File: config.mk
export PLATFORM = sky130hd
export DESIGN_NAME = supervisor_reset_ctrl
export DESIGN_NICKNAME = d
export VERILOG_FILES = /design/src/rtl/sup_pkg.sv /design/src/rtl/pb_filter.sv /design/src/rtl/strobe_watchdog.sv /design/src/rtl/reset_stretcher.sv /design/src/rtl/supervisor_reset_ctrl.sv
export SDC_FILE = /design/constraint.sdc
export NUM_CORES = 1
export LEC_CHECK = 0
export BUFFER_PORTS_ARGS = -buffer_cell sky130_fd_sc_hd__buf_2
export CELL_PAD_IN_SITES_DETAIL_PLACEMENT = 0
export CELL_PAD_IN_SITES_GLOBAL_PLACEMENT = 1
export CORE_MARGIN = 5
export CORE_UTILIZATION = 41
export CTS_CLUSTER_DIAMETER = 100
export DETAILED_ROUTE_END_ITERATION = 10
export PLACE_DENSITY_LB_ADDON = 0.1
export SETUP_SLACK_MARGIN = 0.2
export SKIP_LAST_GASP = 1
export SYNTH_ARGS = -nofsm -noshare
export SYNTH_HDL_FRONTEND = slang
export SYNTH_SLANG_ARGS = --single-unit
File: constraint.sdc
create_clock -name clk -period 5.2 [get_ports clk]
set_input_delay 0.26 -clock clk [delete_from_list [all_inputs] [get_ports clk]]
set_output_delay 0.26 -clock clk [all_outputs]
set_load 0.005 [all_outputs]
File: src/rtl/sup_pkg.sv
package sup_pkg;

  // Timeout in clock ticks for a given select code.
  function automatic int wd_limit(input logic [1:0] sel, input int t_short,
                                  input int t_mid, input int t_long);
    int r;
    case (sel)
      2'b00:   r = t_short;
      2'b01:   r = t_mid;
      default: r = t_long;
    endcase
    return r;
  endfunction

  // Width of a counter that must hold values 0..n.
  function automatic int cnt_width(input int n);
    return (n < 2) ? 1 : $clog2(n + 1);
  endfunction

endpackage

File: src/rtl/pb_filter.sv
module pb_filter #(
  parameter int ACCEPT = 10
) (
  input  logic clk,
  input  logic rst,
  input  logic button_n,
  output logic pressed
);
  import sup_pkg::*;
  localparam int CW = cnt_width(ACCEPT);
  localparam logic [CW-1:0] LAST = CW'(ACCEPT - 1);

  logic [CW-1:0] run_cnt;
  logic          run_full;

  assign run_full = (run_cnt == LAST);

  always_ff @(posedge clk) begin
    if (rst) begin
      run_cnt <= '0;
      pressed <= 1'b0;
    end else if (button_n) begin
      run_cnt <= '0;
      pressed <= 1'b0;
    end else if (run_full) begin
      pressed <= 1'b1;
    end else begin
      run_cnt <= run_cnt + 1'b1;
    end
  end

  // acceptance only ever follows a low sample
  a_r8_accept_after_low: assert property (@(posedge clk) disable iff (rst)
    $rose(pressed) |-> $past(!button_n));
  // a high sample always drops the filtered press
  a_r7_high_clears: assert property (@(posedge clk) disable iff (rst)
    button_n |=> !pressed);
endmodule

File: src/rtl/strobe_watchdog.sv
module strobe_watchdog #(
  parameter int T_SHORT = 150,
  parameter int T_MID   = 600,
  parameter int T_LONG  = 1200,
  parameter int SYNC    = 2
) (
  input  logic       clk,
  input  logic       rst,
  input  logic       strobe,
  input  logic [1:0] sel,
  input  logic       hold,
  output logic       kick,
  output logic       bite
);
  import sup_pkg::*;
  localparam int CW = cnt_width(T_LONG);

  logic [SYNC:0]  strb_sh;
  logic [CW-1:0]  cnt;
  logic [CW-1:0]  lim;
  logic [CW-1:0]  next_lim;
  logic           restart;

  // synchroniser plus one history stage
  always_ff @(posedge clk) begin
    if (rst) strb_sh <= '0;
    else     strb_sh <= {strb_sh[SYNC-1:0], strobe};
  end

  assign kick     = strb_sh[SYNC] & ~strb_sh[SYNC-1];
  assign next_lim = CW'(wd_limit(sel, T_SHORT, T_MID, T_LONG));
  assign restart  = hold | kick;
  assign bite     = !restart && (cnt == lim - 1'b1);

  always_ff @(posedge clk) begin
    if (rst) begin
      cnt <= '0;
      lim <= next_lim;
    end else if (restart) begin
      cnt <= '0;
      lim <= next_lim;
    end else if (bite) begin
      cnt <= '0;
    end else begin
      cnt <= cnt + 1'b1;
    end
  end

  // count held at zero through reset
  a_r9_held_in_reset: assert property (@(posedge clk) disable iff (rst)
    hold |=> (cnt == '0));
  // falling strobe edge restarts the count
  a_r6_kick_restarts: assert property (@(posedge clk) disable iff (rst)
    kick |=> (cnt == '0));
  // limit frozen while counting
  a_r10_limit_frozen: assert property (@(posedge clk) disable iff (rst)
    !restart |=> $stable(lim));
  // never expires while held
  a_r5_no_bite_in_hold: assert property (@(posedge clk) disable iff (rst)
    hold |-> !bite);
endmodule

File: src/rtl/reset_stretcher.sv
module reset_stretcher #(
  parameter int HOLD = 250
) (
  input  logic clk,
  input  logic rst,
  input  logic cause,
  output logic active
);
  import sup_pkg::*;
  localparam int CW = cnt_width(HOLD);
  localparam logic [CW-1:0] LAST = CW'(HOLD - 1);

  logic [CW-1:0] hcnt;
  logic          quiet_done;

  assign quiet_done = (hcnt == LAST);

  always_ff @(posedge clk) begin
    if (rst || cause) begin
      active <= 1'b1;
      hcnt   <= '0;
    end else if (active) begin
      if (quiet_done) active <= 1'b0;
      else            hcnt   <= hcnt + 1'b1;
    end
  end

  // an active cause keeps the reset on
  a_r3_cause_holds: assert property (@(posedge clk) disable iff (rst)
    cause |=> active);
  // release only after a quiet edge
  a_r4_release_quiet: assert property (@(posedge clk) disable iff (rst)
    $fell(active) |-> $past(!cause));
endmodule

File: src/rtl/supervisor_reset_ctrl.sv
module supervisor_reset_ctrl #(
  parameter int HOLD_MS      = 250,
  parameter int WD_SHORT_MS  = 150,
  parameter int WD_MID_MS    = 600,
  parameter int WD_LONG_MS   = 1200,
  parameter int PB_ACCEPT_MS = 10
) (
  input  logic       clk,
  input  logic       rst,
  input  logic       uv_n,
  input  logic       button_n,
  input  logic       strobe,
  input  logic [1:0] wd_sel,
  output logic       sys_reset,
  output logic       sys_reset_n
);
  logic pb_pressed;
  logic wd_kick;
  logic wd_bite;
  logic any_cause;
  logic stretch_on;

  pb_filter #(.ACCEPT(PB_ACCEPT_MS)) u_pb (
    .clk(clk), .rst(rst), .button_n(button_n), .pressed(pb_pressed)
  );

  strobe_watchdog #(
    .T_SHORT(WD_SHORT_MS), .T_MID(WD_MID_MS), .T_LONG(WD_LONG_MS), .SYNC(2)
  ) u_wd (
    .clk(clk), .rst(rst), .strobe(strobe), .sel(wd_sel), .hold(stretch_on),
    .kick(wd_kick), .bite(wd_bite)
  );

  assign any_cause = !uv_n | pb_pressed | wd_bite;

  reset_stretcher #(.HOLD(HOLD_MS)) u_str (
    .clk(clk), .rst(rst), .cause(any_cause), .active(stretch_on)
  );

  assign sys_reset   = stretch_on;
  assign sys_reset_n = ~stretch_on;

  // an expiry produces a reset at the next edge
  a_r5_bite_resets: assert property (@(posedge clk) disable iff (rst)
    wd_bite |=> sys_reset);
  // an accepted press produces a reset at the next edge
  a_r8_press_resets: assert property (@(posedge clk) disable iff (rst)
    pb_pressed |=> sys_reset);
  // undervoltage produces a reset at the next edge
  a_r3_uv_resets: assert property (@(posedge clk) disable iff (rst)
    !uv_n |=> sys_reset);
endmodule

==> impl_results.md <==
* # setup viols final at 0
* Worst path max stage delay at 650 ps
* Seq/Total Area, Yosys at 0.469
* Asr flop ratio synth at 0
* Crit path time final at 2150 ps
* Synth Area in Simple Gates at 0.242
* Synth Area per Inst at 9.54 µm²
* Post-CTS Resized at 0
* Post-synthesis net count at 165
* RSZ-0062 raised after global routing: no
* Compound-gate portion of the synthesized area at 0.0431
* Routed Antenna Nets at 0
* Crit-path most repeated cell: a2111oi_0
* Min Hold Slack at approximately 130 ps
* Crit path capture type: register
* Setup TNS at 0 ps
* Hold Vio Cnt, Final at 0
* WS Path Type: register to register
* Fmax at 0.465 GHz
* Slowest CP cell: and3_1
* Synthesized area at 1450 µm²
* Fraction of synthesized area in multiplexers at 0.0293
* Initial Util at 0.428
* Placed cell count at 200
* Ys flop type: dfxtp_1
* Crit path DAT at about 2300 ps
* Root buffer cell: clkbuf_4
* Post-synth EDFFs at 4
* Synth top area share at 0.387
* Leak at 0.533 nW
* WL/cell at between 10 and 15 µm
* Max Root-Sink Buffers at 2
* First DRT Iteration DRCs at 32
* Final WL at around 2700 µm
* Fraction of layout cells with a size suffix above 1 at 0.111
* CTS tree: yes
* Vias at 1054
* DR pass1 iterations at 4
* Core area at about 3400 µm²
* ANT cells at 0
* Final period utilization at 0.414
* Total grt overflow at 0
* # DRC at 0
* Cell Count, Final, Fillers Out at about 210
* Pin count of the biggest net entering global routing at 20
* Ports at 9
* Status: finished, final reports clean
* Num CTS Buffers at 5
* Power per cell area at 260 nW/µm²
* Post-synthesis adder-cell area fraction at 0.0518
* Startpoint Class: register
* Critical path peak fanout at 19
* Yosys reg bits at 32
* Netlist cell types at 28
* Design Area, Final at ~1600 µm²
* Die area at a little under 5000 µm²
* Largest family of logic cells by synthesized area: simple AND/OR/NAND/NOR gates
* Worst EP required at about 5400 ps
* XOR/XNOR Fraction of Synth Area at 0.115
* Nets at 174
* CTS Hold Buffers Added at 0
* Count leader, synth: dfxtp_1
* Worst-path clk slew at 100 ps
* Relative slew margins at 0.544
* Post-CTS Setup Inserts at 0
* YS warnings at 0
* CTS sink cnt at 32
* # port buffers at 8
* Setup Skew at between 10 and 15 ps
* Max cap viols at 0
* Total GRT Usage at 0.127
* Fin. max-slew vios at 0
* Filler cells at 339
* First-pass GRT wire length at 4900 µm
* Number of global-route vias before repair at 1088
* Syn Inst Count at 152
* Vias per cell at 5.07
* Die Wd at 69.5 µm
* Worst slew pin tran at roughly 680 ps
* Dpl cell area at 1500 µm²
* Clock latency at the later pin of the worst-skew pair at 330 ps
* H-tree lvl count at 2
* Hold Crit Class: primary input to register
* Die Y at slightly below 70 µm
* Top post-synthesis cells by count: dfxtp_1 (28), nor3_1 (21), nand2_1 (11), nor2_1 (11), xnor2_1 (11)
* Initial antenna violation count at 0
* Worst VDD drop at 0.131 mV
* Cells along the critical path: inv_1 -> ha_1 -> xnor2_1 -> a2111oi_0 -> and3_1 -> a2111oi_0
* Final HPWL DP at around 1900 µm
* RePlAce Congestion at 0.820
* Area growth syn-to-layout at 7.08%
* Synth area leaders: dfxtp_1 (39%), edfxtp_1 (8.3%), nor3_1 (7.2%)
* Area leader, netlist: dfxtp_1
* Cell row count at 21
-- layout by cell type, fill, tap and decap left out --
cell / count
a2111oi_0: 4
a211oi_1: 1
a31oi_1: 1
and2_1: 1
and3_1: 2
buf_2: 8
clkbuf_4: 5
clkinv_1: 1
clkinv_2: 2
dfxtp_1: 28
edfxtp_1: 4
ha_1: 6
inv_1: 7
mux2_2: 2
mux2i_1: 2
nand2_1: 11
nand3_1: 7
nand4_1: 5
nor2_1: 11
nor2b_1: 6
nor3_1: 21
nor3b_1: 1
nor4_1: 1
o21ai_0: 1
o31a_1: 1
or3_1: 3
or3_2: 1
xnor2_1: 11
xor2_1: 8
-- stage by stage --
step / total power [mW] / setup WS, ps / util
CTS: 0.413 / 3020 / 0.458
global placement: 0.276 / 3110 / 0.443
finish: 0.404 / 3050 / 0.458
floorplan: 0.272 / 3430 / -
detailed placement: 0.278 / 3040 / 0.443
global route: 0.427 / 2900 / 0.458
-- final cells by class --
type	count	area, µm²	area share
Inverter	7	26.3	0.0169
Tap cell	46	57.6	0.0371
Sequential cell	32	681	0.438
Clock buffer	5	37.5	0.0242
Multi-Input combinational cell	107	697	0.449
Timing Repair Buffer	8	40.0	0.0258
Clock inverter	3	13.8	0.00886
-- power by group --
| part | total [mW] | switching, mW | internal (mW) |
|---|---|---|---|
| sequential | 0.257 | 0.00283 | 0.254 |
| combinational | 0.0150 | 0.00761 | 0.00740 |
| clock | 0.133 | 0.0830 | 0.0495 |
| total | 0.404 | 0.0935 | 0.311 |
-- logic make-up after synthesis --
| logic type | count (synthesis) |
|---|---|
| AO/OA/AOI/OAI | 8 |
| XOR/XNOR | 19 |
| adder cells (fa/ha/maj) | 6 |
| buffers and inverters | 13 |
| flip-flops | 32 |
| multiplexers | 4 |
| AND/OR/NAND/NOR | 70 |
-- per-layer routing --
metal	vias to the layer above	global-route usage	wire (µm)
li1	547	-	-
met1	490	0.153	1260
met2	12	0.200	1250
met3	5	0.0478	98
met4	0	0.0542	48
met5	-	0	0
-- registers in the layout (all words and copies together) (netlist names) --
| register | cells |
|---|---|
| u_str.active | 1 |
| u_pb.run_cnt | 4 |
| u_pb.pressed | 1 |
| u_str.hcnt | 8 |
| u_wd.cnt | 11 |
| u_wd.strb_sh | 3 |
| u_wd.lim | 4 |
-- path summary, 6_finish.rpt --
| check | from | end | slack (ps) | depth (start not counted) |
|---|---|---|---|---|
| setup / recovery | u_wd.lim[2] | u_str.hcnt[1] | 3050 | 6 |
| hold reg to reg | u_wd.strb_sh[0] | u_wd.strb_sh[1] | 450 | 1 |
| hold / removal | wd_sel[1] | u_wd.lim[5] | 130 | 1 |
| setup reg to reg | u_wd.lim[2] | u_str.hcnt[1] | 3050 | 6 |
-- worst max-delay path: cells and delay by family, from the launching register on --
family          cells  cell delay, ps
compound gates      2             470
fa+ha+maj           1             310
xor+xnor            1             130
flops               1             380
simple gates        1             650
buf+inv             1              50
Power figures use the tool's default switching activity.
